<file path="src/rtl/fpm_pkg.sv">
package fpm_pkg;

  typedef enum logic [2:0] {
    ST_IDLE,
    ST_ACT,
    ST_CAS,
    ST_OPEN,
    ST_PRE,
    ST_RCAS,
    ST_RRAS
  } fpm_state_e;

  typedef enum logic [1:0] {
    AS_ZERO,
    AS_ROW,
    AS_COL
  } addr_sel_e;

endpackage

</file>
<file path="src/rtl/fpm_refresh_timer.sv">
module fpm_refresh_timer #(
  parameter int INTERVAL = 512
) (
  input  logic clk,
  input  logic rst_n,
  input  logic ack,
  output logic due
);
  localparam int CW = $clog2(INTERVAL);
  localparam logic [CW-1:0] LOAD = CW'(INTERVAL - 1);

  logic [CW-1:0] cnt_q, cnt_d;
  logic          pend_q, pend_d;
  logic          tick;

  assign tick = (cnt_q == '0);

  always_comb begin
    cnt_d  = tick ? LOAD : cnt_q - 1'b1;
    pend_d = pend_q;
    if (tick)     pend_d = 1'b1;
    else if (ack) pend_d = 1'b0;
  end

  always_ff @(posedge clk or negedge rst_n) begin
    if (!rst_n) begin
      cnt_q  <= LOAD;
      pend_q <= 1'b0;
    end else begin
      cnt_q  <= cnt_d;
      pend_q <= pend_d;
    end
  end

  assign due = pend_q;
endmodule

</file>
<file path="src/rtl/fpm_page_track.sv">
module fpm_page_track #(
  parameter int ROW_W = 10
) (
  input  logic             clk,
  input  logic             rst_n,
  input  logic             load,
  input  logic             clear,
  input  logic [ROW_W-1:0] row_in,
  input  logic [ROW_W-1:0] req_row,
  output logic             hit
);
  logic             open_q, open_d;
  logic [ROW_W-1:0] row_q;

  always_comb begin
    open_d = open_q;
    if (clear)     open_d = 1'b0;
    else if (load) open_d = 1'b1;
  end

  always_ff @(posedge clk or negedge rst_n) begin
    if (!rst_n) begin
      open_q <= 1'b0;
      row_q  <= '0;
    end else begin
      open_q <= open_d;
      if (load) row_q <= row_in;
    end
  end

  assign hit = open_q && (row_q == req_row);
endmodule

</file>
<file path="src/rtl/fpm_addr_mux.sv">
module fpm_addr_mux import fpm_pkg::*; #(
  parameter int ROW_W = 10,
  parameter int COL_W = 8,
  parameter int A_W   = 10
) (
  input  addr_sel_e        sel,
  input  logic [ROW_W-1:0] row,
  input  logic [COL_W-1:0] col,
  output logic [A_W-1:0]   a
);
  always_comb begin
    case (sel)
      AS_ROW:  a = A_W'(row);
      AS_COL:  a = A_W'(col);
      default: a = '0;
    endcase
  end
endmodule

</file>
<file path="src/rtl/fpm_seq.sv">
module fpm_seq import fpm_pkg::*; #(
  parameter int ROW_W     = 10,
  parameter int COL_W     = 8,
  parameter int DATA_W    = 16,
  parameter int T_RCD     = 1,
  parameter int T_CAS     = 1,
  parameter int T_RP      = 1,
  parameter int T_RAS_REF = 3
) (
  input  logic              clk,
  input  logic              rst_n,
  input  logic              page_en,
  input  logic              preempt,
  input  logic              req_valid,
  input  logic              req_we,
  input  logic [1:0]        req_be,
  input  logic [ROW_W-1:0]  req_row,
  input  logic [COL_W-1:0]  req_col,
  input  logic [DATA_W-1:0] req_wdata,
  input  logic              page_hit,
  input  logic              ref_due,
  output logic              accept,
  output logic              ref_ack,
  output logic              page_load,
  output logic              page_clear,
  output addr_sel_e         addr_sel,
  output logic [ROW_W-1:0]  cur_row,
  output logic [COL_W-1:0]  cur_col,
  output logic              ras_n,
  output logic              cas_n,
  output logic              oe_n,
  output logic              uwe_n,
  output logic              lwe_n,
  output logic [DATA_W-1:0] dq_o,
  output logic              dq_oe,
  input  logic [DATA_W-1:0] dq_i,
  output logic              rsp_valid,
  output logic [DATA_W-1:0] rsp_rdata
);
  localparam int T_M1  = (T_RCD > T_CAS) ? T_RCD : T_CAS;
  localparam int T_M2  = (T_RP > T_RAS_REF) ? T_RP : T_RAS_REF;
  localparam int T_MAX = (T_M1 > T_M2) ? T_M1 : T_M2;
  localparam int CNT_W = $clog2(T_MAX + 1);
  localparam logic [CNT_W-1:0] LD_RCD = CNT_W'(T_RCD - 1);
  localparam logic [CNT_W-1:0] LD_CAS = CNT_W'(T_CAS - 1);
  localparam logic [CNT_W-1:0] LD_RP  = CNT_W'(T_RP - 1);
  localparam logic [CNT_W-1:0] LD_REF = CNT_W'(T_RAS_REF - 1);

  fpm_state_e        state_q, state_d;
  logic [CNT_W-1:0]  cnt_q, cnt_d;
  logic              cnt_zero;
  logic              we_q;
  logic [1:0]        be_q;
  logic [DATA_W-1:0] wd_q;
  logic [DATA_W-1:0] rdata_q;
  logic              rvalid_q;
  logic              last_rd;
  logic              close_page;

  assign cnt_zero   = (cnt_q == '0);
  assign close_page = ref_due || preempt || !page_en || (req_valid && !page_hit);

  // next-state process
  always_comb begin
    state_d    = state_q;
    cnt_d      = cnt_q;
    accept     = 1'b0;
    ref_ack    = 1'b0;
    page_load  = 1'b0;
    page_clear = 1'b0;
    case (state_q)
      ST_IDLE: begin
        if (ref_due) begin
          state_d = ST_RCAS;
          ref_ack = 1'b1;
        end else if (req_valid) begin
          accept    = 1'b1;
          page_load = 1'b1;
          state_d   = ST_ACT;
          cnt_d     = LD_RCD;
        end
      end
      ST_ACT: begin
        if (cnt_zero) begin
          state_d = ST_CAS;
          cnt_d   = LD_CAS;
        end else begin
          cnt_d = cnt_q - 1'b1;
        end
      end
      ST_CAS: begin
        if (cnt_zero) begin
          if (page_en && !preempt && !ref_due) begin
            state_d = ST_OPEN;
          end else begin
            state_d    = ST_PRE;
            cnt_d      = LD_RP;
            page_clear = 1'b1;
          end
        end else begin
          cnt_d = cnt_q - 1'b1;
        end
      end
      ST_OPEN: begin
        if (close_page) begin
          state_d    = ST_PRE;
          cnt_d      = LD_RP;
          page_clear = 1'b1;
        end else if (req_valid) begin
          accept  = 1'b1;
          state_d = ST_CAS;
          cnt_d   = LD_CAS;
        end
      end
      ST_PRE: begin
        if (cnt_zero) state_d = ST_IDLE;
        else          cnt_d   = cnt_q - 1'b1;
      end
      ST_RCAS: begin
        state_d = ST_RRAS;
        cnt_d   = LD_REF;
      end
      ST_RRAS: begin
        if (cnt_zero) begin
          state_d = ST_PRE;
          cnt_d   = LD_RP;
        end else begin
          cnt_d = cnt_q - 1'b1;
        end
      end
      default: state_d = ST_IDLE;
    endcase
  end

  assign last_rd = (state_q == ST_CAS) && cnt_zero && !we_q;

  // register process
  always_ff @(posedge clk or negedge rst_n) begin
    if (!rst_n) begin
      state_q  <= ST_IDLE;
      cnt_q    <= '0;
      cur_row  <= '0;
      cur_col  <= '0;
      we_q     <= 1'b0;
      be_q     <= '0;
      wd_q     <= '0;
      rdata_q  <= '0;
      rvalid_q <= 1'b0;
    end else begin
      state_q  <= state_d;
      cnt_q    <= cnt_d;
      rvalid_q <= last_rd;
      if (accept) begin
        cur_row <= req_row;
        cur_col <= req_col;
        we_q    <= req_we;
        be_q    <= req_be;
        wd_q    <= req_wdata;
      end
      if (last_rd) rdata_q <= dq_i;
    end
  end

  // strobe decode from the registered state
  always_comb begin
    ras_n    = !((state_q == ST_ACT) || (state_q == ST_CAS) ||
                 (state_q == ST_OPEN) || (state_q == ST_RRAS));
    cas_n    = !((state_q == ST_CAS) || (state_q == ST_RCAS) || (state_q == ST_RRAS));
    oe_n     = !((state_q == ST_CAS) && !we_q);
    uwe_n    = !((state_q == ST_CAS) && we_q && be_q[1]);
    lwe_n    = !((state_q == ST_CAS) && we_q && be_q[0]);
    dq_oe    = (state_q == ST_CAS) && we_q;
    case (state_q)
      ST_ACT:           addr_sel = AS_ROW;
      ST_CAS, ST_OPEN:  addr_sel = AS_COL;
      default:          addr_sel = AS_ZERO;
    endcase
  end

  assign dq_o      = wd_q;
  assign rsp_valid = rvalid_q;
  assign rsp_rdata = rdata_q;
endmodule

</file>
<file path="src/rtl/fpm_dram_ctrl.sv">
module fpm_dram_ctrl import fpm_pkg::*; #(
  parameter int ROW_W        = 10,
  parameter int COL_W        = 8,
  parameter int DATA_W       = 16,
  parameter int T_RCD        = 1,
  parameter int T_CAS        = 1,
  parameter int T_RP         = 1,
  parameter int T_RAS_REF    = 3,
  parameter int REF_INTERVAL = 512,
  localparam int ADDR_W      = ROW_W + COL_W,
  localparam int A_W         = (ROW_W > COL_W) ? ROW_W : COL_W
) (
  input  logic              clk,
  input  logic              rst_n,
  input  logic              page_en,
  input  logic              preempt,
  input  logic              req_valid,
  output logic              req_ready,
  input  logic              req_we,
  input  logic [1:0]        req_be,
  input  logic [ADDR_W-1:0] req_addr,
  input  logic [DATA_W-1:0] req_wdata,
  output logic              rsp_valid,
  output logic [DATA_W-1:0] rsp_rdata,
  output logic              dram_ras_n,
  output logic              dram_cas_n,
  output logic              dram_oe_n,
  output logic              dram_uwe_n,
  output logic              dram_lwe_n,
  output logic [A_W-1:0]    dram_a,
  output logic [DATA_W-1:0] dram_dq_o,
  output logic              dram_dq_oe,
  input  logic [DATA_W-1:0] dram_dq_i
);
  logic [1:0]       rs_q;
  logic             rst_int_n;
  logic [ROW_W-1:0] req_row;
  logic [COL_W-1:0] req_col;
  logic             ref_due, ref_ack;
  logic             page_hit, page_load, page_clear;
  addr_sel_e        addr_sel;
  logic [ROW_W-1:0] cur_row;
  logic [COL_W-1:0] cur_col;

  // asynchronous assertion, synchronous release
  always_ff @(posedge clk or negedge rst_n) begin
    if (!rst_n) rs_q <= '0;
    else        rs_q <= {rs_q[0], 1'b1};
  end
  assign rst_int_n = rs_q[1];

  assign req_row = req_addr[ADDR_W-1:COL_W];
  assign req_col = req_addr[COL_W-1:0];

  fpm_refresh_timer #(.INTERVAL(REF_INTERVAL)) u_ref (
    .clk   (clk),
    .rst_n (rst_int_n),
    .ack   (ref_ack),
    .due   (ref_due)
  );

  fpm_page_track #(.ROW_W(ROW_W)) u_page (
    .clk     (clk),
    .rst_n   (rst_int_n),
    .load    (page_load),
    .clear   (page_clear),
    .row_in  (req_row),
    .req_row (req_row),
    .hit     (page_hit)
  );

  fpm_seq #(
    .ROW_W(ROW_W), .COL_W(COL_W), .DATA_W(DATA_W),
    .T_RCD(T_RCD), .T_CAS(T_CAS), .T_RP(T_RP), .T_RAS_REF(T_RAS_REF)
  ) u_seq (
    .clk        (clk),
    .rst_n      (rst_int_n),
    .page_en    (page_en),
    .preempt    (preempt),
    .req_valid  (req_valid),
    .req_we     (req_we),
    .req_be     (req_be),
    .req_row    (req_row),
    .req_col    (req_col),
    .req_wdata  (req_wdata),
    .page_hit   (page_hit),
    .ref_due    (ref_due),
    .accept     (req_ready),
    .ref_ack    (ref_ack),
    .page_load  (page_load),
    .page_clear (page_clear),
    .addr_sel   (addr_sel),
    .cur_row    (cur_row),
    .cur_col    (cur_col),
    .ras_n      (dram_ras_n),
    .cas_n      (dram_cas_n),
    .oe_n       (dram_oe_n),
    .uwe_n      (dram_uwe_n),
    .lwe_n      (dram_lwe_n),
    .dq_o       (dram_dq_o),
    .dq_oe      (dram_dq_oe),
    .dq_i       (dram_dq_i),
    .rsp_valid  (rsp_valid),
    .rsp_rdata  (rsp_rdata)
  );

  fpm_addr_mux #(.ROW_W(ROW_W), .COL_W(COL_W), .A_W(A_W)) u_amux (
    .sel (addr_sel),
    .row (cur_row),
    .col (cur_col),
    .a   (dram_a)
  );
endmodule

</file>
<file path="config.mk">
export PLATFORM = sky130hd
export DESIGN_NAME = fpm_dram_ctrl
export DESIGN_NICKNAME = d
export VERILOG_FILES = /design/src/rtl/fpm_pkg.sv /design/src/rtl/fpm_refresh_timer.sv /design/src/rtl/fpm_page_track.sv /design/src/rtl/fpm_addr_mux.sv /design/src/rtl/fpm_seq.sv /design/src/rtl/fpm_dram_ctrl.sv
export SDC_FILE = /design/constraint.sdc
export NUM_CORES = 1
export LEC_CHECK = 0
export BUFFER_PORTS_ARGS = -buffer_cell sky130_fd_sc_hd__buf_2
export CAP_MARGIN = 25
export CORE_UTILIZATION = 25
export CTS_BUF_LIST = sky130_fd_sc_hd__clkbuf_8
export CTS_CLUSTER_DIAMETER = 80
export CTS_CLUSTER_SIZE = 14
export DETAILED_ROUTE_END_ITERATION = 8
export GPL_TIMING_DRIVEN = 0
export PLACE_DENSITY = 0.53
export SYNTH_ARGS = -nofsm -noshare
export SYNTH_HDL_FRONTEND = slang
export SYNTH_SLANG_ARGS = --single-unit
</file>
<file path="constraint.sdc">
create_clock -name clk -period 2.43 [get_ports clk]
set_input_delay 0 -clock clk [delete_from_list [all_inputs] [get_ports clk]]
set_output_delay 0 -clock clk [all_outputs]
set_load 0.02 [all_outputs]
</file>
==> run_results.csv, run 1 <==
group,metric,value,unit
outcome,status,"finished, final reports clean",
pwr,switching_share,37.2,%
cells_and_area,diodes,0,
yosys,ys_top_cells_by_area,"dfrtp_1 (49%), mux2_2 (13%), mux2_4 (7.6%)",
clocking,cts_buffers,9,
timing,clock_skew,8.36,ps
critical_path,r2r_start,"u_seq.state_q[2]",
global_routing,grt_pass1_vias,2958,
critical_path,cp-startpoint,"u_seq.state_q[1]",
pwr,vdd_ir_drop_max,0.547,mV
place,dp_hpwl,6080,microns
place,portBuffers,107,
global_routing,grt_max_degree,60,
pwr,p_seq_share,37.7,%
critical_path,start_kind,"flip-flop",
timing,hold_viol_final,0,
detailed_routing,first_pass_iters,4,
cells_and_area,nets,523,
cells_and_area,final_area,0.00530,sq mm
critical_path,cp.arrival,2170,ps
yosys,ys_ff_latch,82,
timing,max_freq,460,MHz
detailed_routing,ant_nets,0,
cells_and_area,nFillCells,1414,
cells_and_area,area_growth,40.9,%
global_routing,antenna_found_initial,0,
global_routing,grt.total_usage,12.2,%
floorplan,core_area,0.0146,sq mm
yosys,yosysUniqueCellTypes,47,
critical_path,endpoint_kind,"output pin",
timing,grt_setup_unrepaired,"false",
yosys,ys_async_sr_fraction,100,%
floorplan,die_w,125,microns
hold_path,hp-class,"input pin to flip-flop",
detailed_routing,drt_first_iter_violations,89,
clocking,root_buffer,"clkbuf_8",
yosys,synth_most_common_cell,"dfrtp_1",
clocking,cts_post_setup_buffers_inserted,0,
timing,finalSetupViolations,0,
critical_path,critPathMaxFanout,10,
pwr,p_sw,0.00226,W
yosys,synth_top_area_cell,"dfrtp_1",
critical_path,crit_end,"req_ready",
place,gp_congestion,0.777,
clocking,cts_tree,"built",
yosys,synth_common_cells,"dfrtp_1 (73), mux2_2 (45), mux2_4 (19)",
clocking,clk_latency,350,ps
critical_path,reg2reg_to,"u_seq.dq_o[13]",
yosys,ys.flop_type,"dfrtp_1",
floorplan,die_height,125,microns
yosys,synth-seq-area-share,54.9,%
pwr,p_comb_share,46.1,%
critical_path,rr_worst_depth,8,
job,max_cap_viol_count,0,
cells_and_area,finalNonFillerCells,648,
detailed_routing,drt_wl_total,8900,microns
place,placed_area,0.00456,sq mm
yosys,syn_area,0.00376,sq mm
detailed_routing,vias,2832,
floorplan,rows,44,
clocking,clk_pin_slew,80,ps
pwr,p_leak,2.46,nW
yosys,synth_top_area_share,48.6,%
critical_path,crit_type,"flip-flop to output pin",
critical_path,rrSetupSlack,390,ps
timing,slew_viol_final,0,
yosys,synthCells,288,
detailed_routing,drcViolationCount,0,
global_routing,grt_first_pass_wirelength,14900,microns
yosys,yosysWarnings,0,
pwr,clkPwrFrac,16.1,%
clocking,clockBufferDepth,2,
floorplan,initial_core_util,25.8,%
yosys,syn_avg_cell_area,13.1,sq um
yosys,synth-edff-count,0,
floorplan,die-area,0.0155,sq mm
clocking,cts_htree_levels,3,
pwr,p_int,0.00382,W
timing,fin_crit,2170,ps
cells_and_area,final_layout_size_suffix_gt1_share,46.6,%
place,dp_cells,580,
floorplan,ioPinCount,108,
hold_path,min_from,"preempt",
global_routing,overflow,0,
detailed_routing,avgRoutedWirePerCell,13.7,microns
clocking,cts_sinks,82,
pwr,p_per_area,1150,mW/mm^2
critical_path,critPathRequiredTime,2430,ps
timing,tns,0,ps
yosys,syn-num-nets,352,
timing,fin_crit_sh,89.4,%
detailed_routing,viasPerCell,4.37,
routing by layer:
layer	part of all wire, %	track usage [%]	vias up
li1	-	-	1346
met2	47	19.5	87
met4	1.8	5.32	0
met3	4.9	3.26	12
met1	47	15.4	1387
met5	0	0	-
how the worst min path moves through the flow:
stage | endpoint | slack, ps | depth (start not counted)
4_1_cts | u_seq.state_q[1] | 30 | 4
3_3_place_gp | rs_q[0] | -210 | 1
2_1_floorplan | rs_q[0] | -300 | 0
6_report | u_seq.state_q[1] | 50 | 4
5_1_grt | u_seq.state_q[1] | 70 | 4
3_5_place_dp | rs_q[0] | -210 | 1
sequential cells by signal (all words and copies together), names as in the netlist:
| signal | count |
|---|---|
| u_seq.dq_o | 16 |
| u_seq.rsp_rdata | 16 |
| u_page.row_q | 10 |
| u_seq.cur_row | 10 |
| u_ref.cnt_q | 9 |
| u_seq.cur_col | 8 |
| u_seq.state_q | 3 |
| rs_q | 2 |
| u_seq.be_q | 2 |
| u_seq.cnt_q | 2 |
| u_page.open_q | 1 |
| u_ref.due | 1 |
| u_seq.rsp_valid | 1 |
| u_seq.we_q | 1 |
cell type report:
type                    count  area (sq um)  area share [%]
plain buffers              11          72.6            1.37
clock buffers              10           138            2.60
clock inverters             6          58.8            1.11
inverters                  11          41.3           0.779
multi-input cells         181          1580            29.8
flip-flops and latches     82          2070            39.0
well taps                 184           230            4.35
repair buffers            163          1110            21.0
what timing repair did:
action,4_1_cts,5_1_grt
hold buffers,55,0
gates cloned,0,0
hold endpoints to repair,65,0
gates resized for setup,2,4
setup endpoints to repair,10,8
cells by family after synthesis:
kind of cell	count (synthesis)	synth area share, %
flip-flops	82	54.9
multiplexers	64	21.1
AND/OR/NAND/NOR	57	8.09
AO/OA/AOI/OAI	37	6.89
buffers and inverters	25	3.23
XOR/XNOR	16	3.73
adder cells (fa/ha/maj)	6	2.00
other	1	0.0998
stage by stage:
step                worst slack (ps)  total power [W]  hold WS (ps)  utilization [%]
floorplan                        616          0.00423          -296                -
global placement                 117          0.00496          -214             31.0
detailed placement              92.2          0.00504          -209             31.2
CTS                             36.3          0.00613          26.7             36.3
global route                    41.1          0.00648          69.9             36.3
finish                           258          0.00608          52.4             36.3
cell usage in the layout, fill, tap and decap left out, types with 2 or more instances in the layout:
cell type and instances:
buf_2 112, dfrtp_1 72, dlygate4sd3_1 55, mux2_2 45, mux2_4 19, nand2_1 16, inv_1 13, nor2_1 13
xnor2_1 10, clkbuf_8 10, a22oi_1 9, dfstp_2 9, xor2_1 6, a21oi_1 6, o21ai_0 6, ha_1 5
nor3_1 4, and2_1 3, or3_1 3, buf_6 3, o31ai_1 3, clkbuf_2 2, nor3b_2 2, nand4_1 2
nor2b_1 2, nand2b_1 2, a31oi_1 2, o2bb2ai_1 2
worst max-delay path: stages (launching register included):
cell and delay (ps):
dfrtp_1 430, or3_4 410, nor3b_2 270, a41oi_1 120, buf_6 210, buf_6 160, inv_1 50, buf_2 150
power by group through the flow:
stage / combinational, W / sequential, W / clock, W
global placement: 0.00266 / 0.00230 / 0
global route: 0.00303 / 0.00238 / 0.00108
CTS: 0.00282 / 0.00229 / 0.00102
floorplan: 0.00163 / 0.00261 / 0
finish: 0.00280 / 0.00229 / 0.000981
detailed placement: 0.00273 / 0.00231 / 0
Note: power is estimated with default switching activity, not from simulation.
==> run 2: changes to the inputs <==
- CORE_ASPECT_RATIO: unset -> 1.5
==> run 2 against run 1 <==
  * Combinational power barely moved
  * Die area barely moved
  * Clock-buffer cell count rose by 1
  * Utilization rose by 0.26 points
  * Worst hold slack got worse by 19 ps
  * Cell count rose by 2.3%
  * First-iteration DRC count rose by 51%
  * Register-to-register slack improved by 40 ps
  * Maximum frequency fell by 1.1%
  * Worst setup slack got worse by 25 ps
  * Clock skew rose by 6.7 ps
  * Flip-flop and latch count did not move
  * Largest power group unchanged
==> run_results.csv, run 2 (synthesized netlist as in run 1, its figures left out) <==
group,metric,value,unit
detailed_routing,ant_nets,0,
critical_path,r2r_start,"u_seq.state_q[1]",
cells_and_area,nets,525,
clocking,cts_buffers,9,
critical_path,crit_top_cell,"buf_2",
global_routing,overflow,0,
detailed_routing,avgRoutedWirePerCell,13.8,microns
clocking,root_buffer,"clkbuf_8",
floorplan,core_area,0.0146,sq mm
critical_path,cp.arrival,2200,ps
timing,hold_viol_final,0,
cells_and_area,final_layout_size_suffix_gt1_share,46.8,%
critical_path,critPathRequiredTime,2430,ps
cells_and_area,final_common_cell,"buf_2",
detailed_routing,first_pass_iters,5,
pwr,p_sw,0.00228,W
timing,grt_setup_unrepaired,"false",
timing,max_freq,455,MHz
clocking,clk_latency,360,ps
hold_path,hold_end,"u_seq.state_q[1]",
pwr,switching_share,37.2,%
pwr,vdd_ir_drop_max,0.463,mV
pwr,p_total,0.00613,W
timing,slew_viol_final,0,
pwr,clkPwrFrac,17.1,%
clocking,cts_post_setup_buffers_inserted,0,
floorplan,die_height,152,microns
detailed_routing,drcViolationCount,0,
critical_path,rrSetupSlack,430,ps
pwr,p_leak,2.46,nW
global_routing,grt.total_usage,12.7,%
critical_path,max_stage_delay,380,ps
global_routing,antenna_found_initial,1,
timing,clock_skew,15.0,ps
hold_path,min_path_cells,4,
critical_path,path_delay_family,"buffers and inverters",
global_routing,grt_max_degree,68,
detailed_routing,vias,2853,
timing,finalSetupViolations,0,
clocking,cts_tree,"built",
pwr,p_seq_share,37.3,%
clocking,clockBufferDepth,2,
place,dp_cells,592,
critical_path,reg2reg_to,"u_seq.cur_row[9]",
hold_path,hp-class,"input pin to flip-flop",
cells_and_area,layout_common_cells,"buf_2 (112), dfrtp_1 (72), dlygate4sd3_1 (55)",
critical_path,slowest_stage,"dfrtp_1",
detailed_routing,drt_first_iter_violations,134,
floorplan,ioPinCount,108,
timing,fin_crit_sh,90.4,%
critical_path,endpoint_kind,"output pin",
global_routing,grt_first_pass_wirelength,15100,microns
floorplan,rows,54,
floorplan,die_w,102,microns
critical_path,crit_type,"flip-flop to output pin",
clocking,clk_pin_slew,80,ps
critical_path,critPathMaxFanout,10,
floorplan,initial_core_util,25.8,%
pwr,p_int,0.00385,W
pwr,p_comb_share,45.6,%
place,dp_hpwl,6720,microns
detailed_routing,drt_wl_total,9180,microns
place,gp_congestion,0.808,
detailed_routing,viasPerCell,4.30,
floorplan,die-area,0.0155,sq mm
cells_and_area,area_growth,42.0,%
pwr,p_per_area,1150,mW/mm^2
critical_path,rr_worst_depth,6,
cells_and_area,finalNonFillerCells,663,
timing,tns,0,ps
clocking,cts_htree_levels,3,
clocking,cts_sinks,82,
place,portBuffers,107,
hold_path,min_from,"preempt",
critical_path,crit_chain,"clkbuf_2 > buf_2 > nand2_1 > ha_1 > clkbuf_1 > a22oi_1 > nor2_1 > buf_2",
critical_path,start_kind,"flip-flop",
cells_and_area,final_util,36.6,%
timing,fin_crit,2200,ps
outcome,status,"finished, final reports clean",
global_routing,grt_pass1_vias,3038,
critical_path,cp_num_buf_inv,4,
job,max_cap_viol_count,0,
[run 2: area by class of cell]
cell class	count	area [sq um]
inverters	11	41.3
repair buffers	163	1110
diodes	1	2.50
clock inverters	5	60.1
plain buffers	13	80.1
fillers	1491	9260
multi-input cells	181	1580
flip-flops and latches	82	2070
clock buffers	11	151
well taps	196	245
[run 2: metal layers]
metal	vias up	global-route usage, %	routed length (microns)
met3	21	2.66	301
met2	74	22.2	5010
met4	0	6.94	337
met5	-	0	0
li1	1355	-	-
met1	1403	13.9	3520
[run 2: worst reg2reg max path: stages (launching register included)]
cell and delay (ps):
dfrtp_1 440, nor2b_2 190, inv_1 180, nor2_1 100, a41oi_1 230, buf_2 380, mux2_2 380
[run 2: worst max path at each step]
stage                     startpoint        end  slack [ps]  cells past startpoint
global placement    u_seq.state_q[0]  dram_a[0]         130                      9
floorplan           u_seq.state_q[0]  dram_a[0]         620                      8
detailed placement  u_seq.state_q[0]  dram_a[6]         130                      9
global route        u_seq.state_q[1]  dram_a[6]          50                      8
finish              u_seq.state_q[0]  dram_a[6]         230                      8
CTS                 u_seq.state_q[0]  dram_a[6]           8                      8
[run 2: what timing repair did]
item                       4_1_cts  5_1_grt
gates resized for setup          1        5
hold buffers                    55        0
pin swaps                        0        0
hold endpoints to repair        65        0
setup endpoints to repair       10        9
[run 2: power by group through the flow]
stage	sequential, W	clock [W]	combinational, W
global route	0.00237	0.00116	0.00301
global placement	0.00230	0	0.00266
floorplan	0.00261	0	0.00163
detailed placement	0.00232	0	0.00274
CTS	0.00229	0.00109	0.00282
finish	0.00229	0.00105	0.00280
[run 2: metrics by stage]
step	instance area [sq um]	setup WS (ps)	hold slack, ps
after floorplan	3760	616	-296
after global placement	4540	134	-215
after detailed placement	4570	126	-214
after CTS	5330	8.22	24.1
after global routing	5340	50.6	66.9
final	5340	233	33.1
==> run 3: changes to the inputs <==
- CTS_BUF_LIST: sky130_fd_sc_hd__clkbuf_8 -> sky130_fd_sc_hd__clkbuf_4
- SLEW_MARGIN: unset -> 20
==> run 3 against run 2 <==
  * First-iteration DRC count decreased by 30%
  * Cell count unchanged
  * Non-clock buffer count is the same
  * Register-to-register slack barely moved
  * Maximum frequency decreased by 1.1%
  * Die area stayed put
  * Clock skew grew 3.6 ps
  * Via count fell by 1.0%
==> run_results.csv, run 3 (synthesized netlist as in run 1, its figures left out) <==
group,metric,value,unit
outcome,status,"finished, final reports clean",
timing,grt_setup_unrepaired,"false",
detailed_routing,vias,2824,
pwr,clkPwrFrac,15.4,%
detailed_routing,met2_length,4960,microns
cells_and_area,final_common_cell,"buf_2",
pwr,p_seq_share,38.2,%
pwr,switching_share,37.5,%
floorplan,die_w,102,microns
critical_path,endpoint_kind,"output pin",
critical_path,cp.arrival,2220,ps
floorplan,ioPinCount,108,
detailed_routing,avgRoutedWirePerCell,13.8,microns
timing,finalSetupViolations,0,
floorplan,core_area,0.0146,sq mm
cells_and_area,layout_common_cells,"buf_2 (112), dfrtp_1 (72), dlygate4sd3_1 (57)",
place,portBuffers,107,
place,preCtsSetupSlack,116,ps
place,gp_congestion,0.808,
detailed_routing,top_layer,"met4",
detailed_routing,drcViolationCount,0,
hold_path,hp-class,"input pin to flip-flop",
clocking,cts_sinks,82,
global_routing,antenna_found_initial,1,
timing,hold_viol_final,0,
timing,clock_skew,18.6,ps
pwr,p_per_area,1130,mW/mm^2
floorplan,initial_core_util,25.8,%
critical_path,crit_end,"dram_a[0]",
pwr,p_leak,2.45,nW
floorplan,rows,54,
cells_and_area,final_layout_size_suffix_gt1_share,46.8,%
clocking,clk_latency,420,ps
critical_path,critPathRequiredTime,2430,ps
detailed_routing,wl_met3,333,microns
cells_and_area,regArea,0.00207,sq mm
global_routing,grt.total_usage,12.5,%
clocking,cts_post_setup_buffers_inserted,0,
critical_path,crit_type,"flip-flop to output pin",
timing,max_freq,450,MHz
timing,worst_slack,209,ps
critical_path,rrSetupSlack,430,ps
timing,fin_crit,2220,ps
detailed_routing,drt_wl_total,9120,microns
clocking,cts_htree_levels,3,
global_routing,grt_max_degree,53,
critical_path,reg2reg_to,"u_seq.dq_o[5]",
floorplan,die-area,0.0155,sq mm
clocking,root_buffer,"clkbuf_4",
critical_path,rr_worst_depth,6,
detailed_routing,met1_length,3600,microns
critical_path,cp-startpoint,"u_seq.state_q[0]",
cells_and_area,multi_input_area,0.00158,sq mm
clocking,cts_buffers,9,
pwr,p_comb_share,46.4,%
clocking,clockBufferDepth,2,
clocking,cts_tree,"built",
global_routing,overflow,0,
global_routing,grt_first_pass_wirelength,14900,microns
place,dp_hpwl,6660,microns
pwr,p_sw,0.00225,W
timing,slew_viol_final,0,
timing,fin_crit_sh,91.4,%
floorplan,die_height,152,microns
cells_and_area,nets,525,
cells_and_area,area_growth,41.1,%
critical_path,start_kind,"flip-flop",
critical_path,critPathMaxFanout,10,
timing,tns,0,ps
detailed_routing,ant_nets,0,
detailed_routing,first_pass_iters,4,
pwr,p_int,0.00375,W
detailed_routing,viasPerCell,4.26,
pwr,p_total,0.00600,W
critical_path,r2r_start,"u_seq.state_q[1]",
cells_and_area,nFillCells,1478,
job,max_cap_viol_count,0,
pwr,vdd_ir_drop_max,0.450,mV
global_routing,grt_pass1_vias,3020,
detailed_routing,drt_first_iter_violations,94,
clocking,clk_pin_slew,140,ps
==> run 3: worst min-delay path by stage <==
stage / endpoint / slack, ps / start / cells after the start
floorplan: rs_q[0] / -300 / rst_n / 0
global placement: rs_q[0] / -220 / rst_n / 1
detailed placement: rs_q[0] / -210 / rst_n / 1
CTS: u_seq.state_q[1] / 60 / page_en / 4
global route: u_seq.state_q[1] / 90 / page_en / 4
finish: u_seq.state_q[1] / 80 / page_en / 4
==> run 3: power groups by stage <==
stage	clock [W]	combinational, W	sequential [W]
after floorplan	0	0.00163	0.00261
after global placement	0	0.00266	0.00230
after detailed placement	0	0.00273	0.00232
after CTS	0.000978	0.00282	0.00229
after global routing	0.00104	0.00300	0.00237
final	0.000926	0.00278	0.00229
==> run 3: critical path, stage by stage, from the launching register on <==
cell and delay [ps]:
dfrtp_1 370, clkbuf_2 210, buf_2 240, nand2_1 110, inv_1 130, ha_2 310, a22oi_1 100, nor2_1 150
buf_2 190
==> run 3: layout make-up <==
cell class / count / share of cell area (%)
Timing Repair Buffer: 165 / 21.4
Inverter: 11 / 0.778
Multi-Input combinational cell: 181 / 29.7
Tap cell: 196 / 4.62
Antenna cell: 1 / 0.0472
Sequential cell: 82 / 39.0
Clock buffer: 10 / 1.42
Buffer: 11 / 1.37
Clock inverter: 6 / 1.70
==> run 3: layer usage <==
metal	vias up	track usage [%]
met3	17	3.21
met1	1384	13.9
met5	-	0
li1	1354	-
met4	0	6.12
met2	69	21.7
==> run 3: stage by stage <==
step	hold WS [ps]	cell area, sq um	cells	util (%)
6_report	82.9	5300	663	36.3
5_1_grt	90.5	5300	663	36.3
4_1_cts	57.7	5310	663	36.4
3_5_place_dp	-215	4570	592	31.3
3_3_place_gp	-215	4540	591	31.1
2_1_floorplan	-296	3760	288	-
==> run 3: what timing repair did <==
action / in CTS / in global routing
resized for setup: 4 / 0
hold buffers: 57 / 0
setup endpoints to repair: 10 / 1
hold endpoints to repair: 69 / 0
